`src/rtl/jlseq_pkg.sv`:
```
package jlseq_pkg;

  localparam int INSTR_W = 32;
  localparam int OPC_LSB = 26;
  localparam int INDEX_W = 26;

  localparam logic [5:0] OPC_SPECIAL = 6'b000000;
  localparam logic [5:0] OPC_J       = 6'b000010;
  localparam logic [5:0] OPC_JAL     = 6'b000011;
  localparam logic [5:0] OPC_BR_LO   = 6'b000100;
  localparam logic [5:0] OPC_BR_HI   = 6'b000111;
  localparam logic [5:0] FN_JR       = 6'b001000;
  localparam logic [5:0] FN_JALR     = 6'b001001;

  // Strobes from control to datapath
  typedef struct packed {
    logic advance;        // accept a word, move the PC
    logic takeTarget;     // delay slot clean: PC goes to the stored target
    logic captureTarget;  // jump-and-link accepted: store its target
  } seqStrobe_t;

  function automatic logic isJal(input logic [INSTR_W-1:0] w);
    return w[INSTR_W-1:OPC_LSB] == OPC_JAL;
  endfunction

  function automatic logic isCti(input logic [INSTR_W-1:0] w);
    logic [5:0] opc;
    logic [5:0] fn;
    opc = w[INSTR_W-1:OPC_LSB];
    fn  = w[5:0];
    return (opc == OPC_J) || (opc == OPC_JAL) ||
           ((opc >= OPC_BR_LO) && (opc <= OPC_BR_HI)) ||
           ((opc == OPC_SPECIAL) && ((fn == FN_JR) || (fn == FN_JALR)));
  endfunction

endpackage

```
`src/rtl/jal_slot_ctrl.sv`:
```
module jal_slot_ctrl
  import jlseq_pkg::*;
(
  input  logic               clk,
  input  logic               rst_n,
  input  logic               instrValid,
  input  logic [INSTR_W-1:0] instrWord,
  output seqStrobe_t         str,
  output logic               linkWrEn,
  output logic               riExcept
);

  logic pending;     // current word sits in a delay slot
  logic wordIsJal;
  logic wordIsCti;

  assign wordIsJal = isJal(instrWord);
  assign wordIsCti = isCti(instrWord);

  always_comb begin
    str.advance       = instrValid;
    str.takeTarget    = instrValid && pending && !wordIsCti;
    str.captureTarget = instrValid && !pending && wordIsJal;
    linkWrEn          = str.captureTarget;
    riExcept          = instrValid && pending && wordIsCti;
  end

  always_ff @(posedge clk) begin
    if (!rst_n)
      pending <= 1'b0;
    else if (instrValid)
      pending <= str.captureTarget;
  end

  // an accepted jump arms the delay slot
  p_link_arms_r4: assert property (@(posedge clk) disable iff (!rst_n)
    linkWrEn |=> pending);

  // the slot word consumes the pending state
  p_slot_consumed_r5: assert property (@(posedge clk) disable iff (!rst_n)
    (instrValid && pending) |=> !pending);

  // bubbles keep the pending state
  p_bubble_holds_r3: assert property (@(posedge clk) disable iff (!rst_n)
    !instrValid |=> $stable(pending));

  // exception and link write never coincide
  p_except_no_link_r8: assert property (@(posedge clk) disable iff (!rst_n)
    !(riExcept && linkWrEn));

endmodule

```
`src/rtl/jal_slot_dp.sv`:
```
module jal_slot_dp
  import jlseq_pkg::*;
#(
  parameter int PC_W = 32
) (
  input  logic               clk,
  input  logic               rst_n,
  input  logic [PC_W-1:0]    resetVector,
  input  logic [INDEX_W-1:0] instrIndex,
  input  seqStrobe_t         str,
  output logic [PC_W-1:0]    pcCur,
  output logic [PC_W-1:0]    pcNext,
  output logic [PC_W-1:0]    linkWrData
);

  localparam int REGION_LSB = INDEX_W + 2;

  logic [PC_W-1:0] pcQ;
  logic [PC_W-1:0] targetQ;
  logic [PC_W-1:0] slotAddr;
  logic [PC_W-1:0] targetD;

  assign slotAddr   = pcQ + PC_W'(4);
  assign linkWrData = pcQ + PC_W'(8);
  assign targetD    = {slotAddr[PC_W-1:REGION_LSB], instrIndex, 2'b00};

  always_comb begin
    if (!str.advance)
      pcNext = pcQ;
    else if (str.takeTarget)
      pcNext = targetQ;
    else
      pcNext = slotAddr;
  end

  always_ff @(posedge clk) begin
    if (!rst_n) begin
      pcQ     <= resetVector;
      targetQ <= '0;
    end else begin
      pcQ <= pcNext;
      if (str.captureTarget)
        targetQ <= targetD;
    end
  end

  assign pcCur = pcQ;

  // sequential step on ordinary accepted words
  p_step_r2: assert property (@(posedge clk) disable iff (!rst_n)
    (str.advance && !str.takeTarget) |=> pcCur == $past(pcCur) + PC_W'(4));

  // idle cycles hold the PC
  p_hold_r3: assert property (@(posedge clk) disable iff (!rst_n)
    !str.advance |=> $stable(pcCur));

  // a clean delay slot lands on the stored target, word aligned
  p_redirect_r6: assert property (@(posedge clk) disable iff (!rst_n)
    (str.advance && str.takeTarget) |=> (pcCur == $past(targetQ)) && (pcCur[1:0] == 2'b00));

endmodule

```
`src/rtl/jal_slot_seq.sv`:
```
module jal_slot_seq
  import jlseq_pkg::*;
#(
  parameter int PC_W     = 32,
  parameter int RA_W     = 5,
  parameter int LINK_REG = 31
) (
  input  logic            clk,
  input  logic            rst_n,
  input  logic [PC_W-1:0] resetVector,
  input  logic            instrValid,
  input  logic [31:0]     instrWord,
  output logic [PC_W-1:0] pcCur,
  output logic [PC_W-1:0] pcNext,
  output logic            linkWrEn,
  output logic [RA_W-1:0] linkWrAddr,
  output logic [PC_W-1:0] linkWrData,
  output logic            riExcept
);

  localparam logic [RA_W-1:0] LINK_ADDR = RA_W'(LINK_REG);

  seqStrobe_t str;

  jal_slot_ctrl u_ctrl (
    .clk        (clk),
    .rst_n      (rst_n),
    .instrValid (instrValid),
    .instrWord  (instrWord),
    .str        (str),
    .linkWrEn   (linkWrEn),
    .riExcept   (riExcept)
  );

  jal_slot_dp #(.PC_W(PC_W)) u_dp (
    .clk         (clk),
    .rst_n       (rst_n),
    .resetVector (resetVector),
    .instrIndex  (instrWord[INDEX_W-1:0]),
    .str         (str),
    .pcCur       (pcCur),
    .pcNext      (pcNext),
    .linkWrData  (linkWrData)
  );

  assign linkWrAddr = LINK_ADDR;

endmodule

```
`config.mk`:
```
export PLATFORM = sky130hd
export DESIGN_NAME = jal_slot_seq
export DESIGN_NICKNAME = d
export VERILOG_FILES = /design/src/rtl/jlseq_pkg.sv /design/src/rtl/jal_slot_ctrl.sv /design/src/rtl/jal_slot_dp.sv /design/src/rtl/jal_slot_seq.sv
export SDC_FILE = /design/constraint.sdc
export NUM_CORES = 1
export LEC_CHECK = 0
export CAP_MARGIN = 20
export CORE_ASPECT_RATIO = 0.6
export CORE_MARGIN = 10
export CORE_UTILIZATION = 31
export DETAILED_ROUTE_END_ITERATION = 10
export DONT_BUFFER_PORTS = 1
export GPL_ROUTABILITY_DRIVEN = 0
export GPL_TIMING_DRIVEN = 0
export SLEW_MARGIN = 20
export SYNTH_ARGS = -nofsm -noshare
export SYNTH_HDL_FRONTEND = slang
export SYNTH_HIERARCHICAL = 1
export SYNTH_SLANG_ARGS = --single-unit
export TNS_END_PERCENT = 1
```
`constraint.sdc`:
```
create_clock -name clk -period 2.4 [get_ports clk]
set_input_delay 0.36 -clock clk [delete_from_list [all_inputs] [get_ports clk]]
set_output_delay 0.36 -clock clk [all_outputs]
set_load 0.01 [all_outputs]
```
==> impl_metrics.tcl <==
set metrics [dict create \
    num_rows 33 \
    cts_buffer_depth 2 \
    yosys_warnings 6 \
    worst_slew_margin_rel_pct 41.14 \
    ant_nets 0 \
    setup_viol 45 \
    ys_types 61 \
    critPathMaxFanout 8 \
    design.core.area_sq_um 13580 \
    grt_overflow 0 \
    netlist_area_sq_um 4270 \
    finClkSkew_ns 0.003852 \
    track_usage_pct 19.11 \
    grt_pass1_vias 4234 \
    fmax_ghz 0.3480 \
    root_buffer "clkbuf_16" \
    wire_per_inst_um 25.48 \
    criticalPathCategory "reg2out" \
    regToRegEndpoint "u_dp/pcCur[28]" \
    dr.pass1.iters 5 \
    yosysTopAreaCellShare_pct 29.53 \
    hpwlAfterDp_um 14400 \
    synthCells 525 \
    port_buffers 0 \
    holdPathStages 1 \
    r2r_slack_ns -0.02 \
    worstHoldStart "rst_n" \
    dr.first_iter.drc_count 552 \
    worst-r2r-cell-count 7 \
    hold_end "u_ctrl/pending" \
    r2r_start "u_dp/pcCur[3]" \
    min_path_type "in2reg" \
    report.final.slew_viol_count 0 \
    p_leak_nw 2.098 \
    synth_largest_area_cell "dfxtp_1" \
    fill_cells 1339 \
    layout_commonest_cell "dfxtp_1" \
    finalCritPeriodShare_pct 119.7 \
    ioPinCount 170 \
    antenna_found_initial 1 \
    clk_latency_ns 0.34 \
    die_x_um 171.5 \
    layout_common_cells "dfxtp_1 (49), nand2_1 (38), nor2b_1 (36)" \
    area_growth_pct 31.06 \
    start_util_pct 31.44 \
    start_kind "register" \
    worst_slew_pin_slew_ns 0.8829 \
    worstSetupEndpointType "primary output" \
    status "complete, but fails checks" \
    ys_seq_area_share_pct 29.53 \
    synth_ff_type "dfxtp_1" \
    ys_async_sr_fraction_pct 0 \
    die_y_um 110.9 \
    drv_cap 0 \
    drt_wl_total_um 18880 \
    clk_pin_slew_worst_paths_ns 0.05 \
    cts_buffers 9 \
    ys_ff_latch 63 \
    layout.nets 630 \
    worstPathArrival_ns 2.51 \
    period_needed_ns 2.874 \
    required_ns 2.04 \
    hold_viol_final 0 \
    h-tree-depth 3 \
    cts_sinks 63 \
    total_power_mw 3.382 \
    vdd_drop_max_v 0.0003149 \
    num_vias 4364 \
    synth_area_per_cell_sq_um 8.134 \
    cts_tree "yes" \
    grt_max_degree 11 \
    drc 0 \
    whs_ns 0.1399 \
    synth_area_leaders "dfxtp_1 (30%), mux2i_1 (7.7%), mux2_2 (6.3%), nor2b_1 (5.7%), nand2_1 (3.7%)" \
    drive_above_1_share_pct 34.69 \
    die_area_sq_um 19020 \
    p_per_area_nw_per_um2 604.3 \
    grt_pass1_wl_um 27590 \
    synth-edff-count 0 \
    rsz0062_at_grt "yes" \
    ctsHoldBuffers 0 \
    vias_per_cell 5.889 \
    setup_slack_ns -0.4737 \
    violations "negative setup slack" \
]
layer usage:
metal  GRT usage, %  up-vias  wire, um
li1               -     1930         -
met1          25.09     2093      8042
met2          27.14      312      7683
met3          9.637       29      2906
met4          4.097        0       246
met5              0        -         0
cell usage after synthesis (all sizes together), types with 5 or more instances:
master,number
dfxtp,63
nand2,42
clkbuf,41
nor2b,39
mux2i,33
nor2,29
mux2,24
o21ai,22
buf,20
nand4,20
nand3,18
a21oi,17
xnor2,17
xor2,14
inv,13
and3,11
a31oi,10
nor3,8
a22o,7
and4,6
o22ai,5
o31ai,5
sequential cells by signal (all words and copies together) (netlist names):
| signal | cells |
|---|---|
| u_ctrl/pending | 1 |
| u_dp/pcCur | 32 |
| u_dp/targetQ | 30 |
power breakdown:
group / internal, mW / switching [mW] / leakage [nW]
Clock: 0.827 / 0.483 / 0.146
Sequential: 1.12 / 0.127 / 0.522
Combinational: 0.323 / 0.506 / 1.43
Total: 2.27 / 1.12 / 2.10
logic make-up after synthesis:
| kind of cell | count (synthesis) | synth area share, % |
|---|---|---|
| AOI/OAI and AO/OA | 98 | 15.71 |
| xor gates and xnor gates | 31 | 6.358 |
| adders and majority gates | 3 | 0.8791 |
| buffers and inverters | 75 | 7.940 |
| DFF | 63 | 29.53 |
| muxes | 57 | 14.06 |
| other | 1 | 0.08781 |
| and+or+nand+nor | 197 | 25.43 |
worst max-delay path by stage:
stage | from | to | slack (ns) | cells after the start
5_1_grt | u_dp/pcCur[16] | pcNext[28] | -0.52 | 6
2_1_floorplan | instrWord[2] | pcNext[23] | -0.14 | 10
4_1_cts | u_dp/pcCur[8] | pcNext[28] | -0.48 | 7
3_3_place_gp | u_dp/pcCur[13] | pcNext[16] | -1.02 | 5
3_5_place_dp | u_dp/pcCur[4] | pcNext[31] | -0.80 | 6
6_report | u_dp/pcCur[3] | pcNext[28] | -0.47 | 6
repair_timing:
item,4_1_cts,5_1_grt
setup buffers,20,2
pin swaps,18,11
gates resized for setup,114,46
endpoints found under the setup margin,99,84
through the flow:
step	area [sq um]	setup slack [ns]	TNS, ns	util, %	cells
after global routing	5594	-0.5245	-12.24	41.18	740
after detailed placement	4601	-0.8047	-34.96	33.87	705
after floorplan	4370	-0.1357	-1.225	-	529
final	5597	-0.4737	-8.331	41.20	741
after global placement	4589	-1.024	-35.63	33.78	704
after CTS	5459	-0.4792	-9.904	40.19	739
critical path, cell delays in order (launching register included):
cell and delay, ns:
dfxtp_4 0.43, ha_4 0.17, nand2_4 0.06, or4_4 0.57, or4_4 0.55, a31oi_4 0.24, o311ai_4 0.16
layout make-up:
| cell class | count | area [sq um] | share of cell area [%] |
|---|---|---|---|
| clock buffers | 12 | 246.5 | 4.404 |
| diodes | 1 | 2.502 | 0.04471 |
| plain buffers | 58 | 431.7 | 7.713 |
| multi-input cells | 391 | 3122 | 55.78 |
| repair buffers | 23 | 173.9 | 3.108 |
| flip-flops and latches | 63 | 1301 | 23.25 |
| well taps | 175 | 219.0 | 3.912 |
| clock inverters | 4 | 45.04 | 0.8048 |
| inverters | 14 | 55.05 | 0.9837 |
Power figures use the tool's default switching activity.
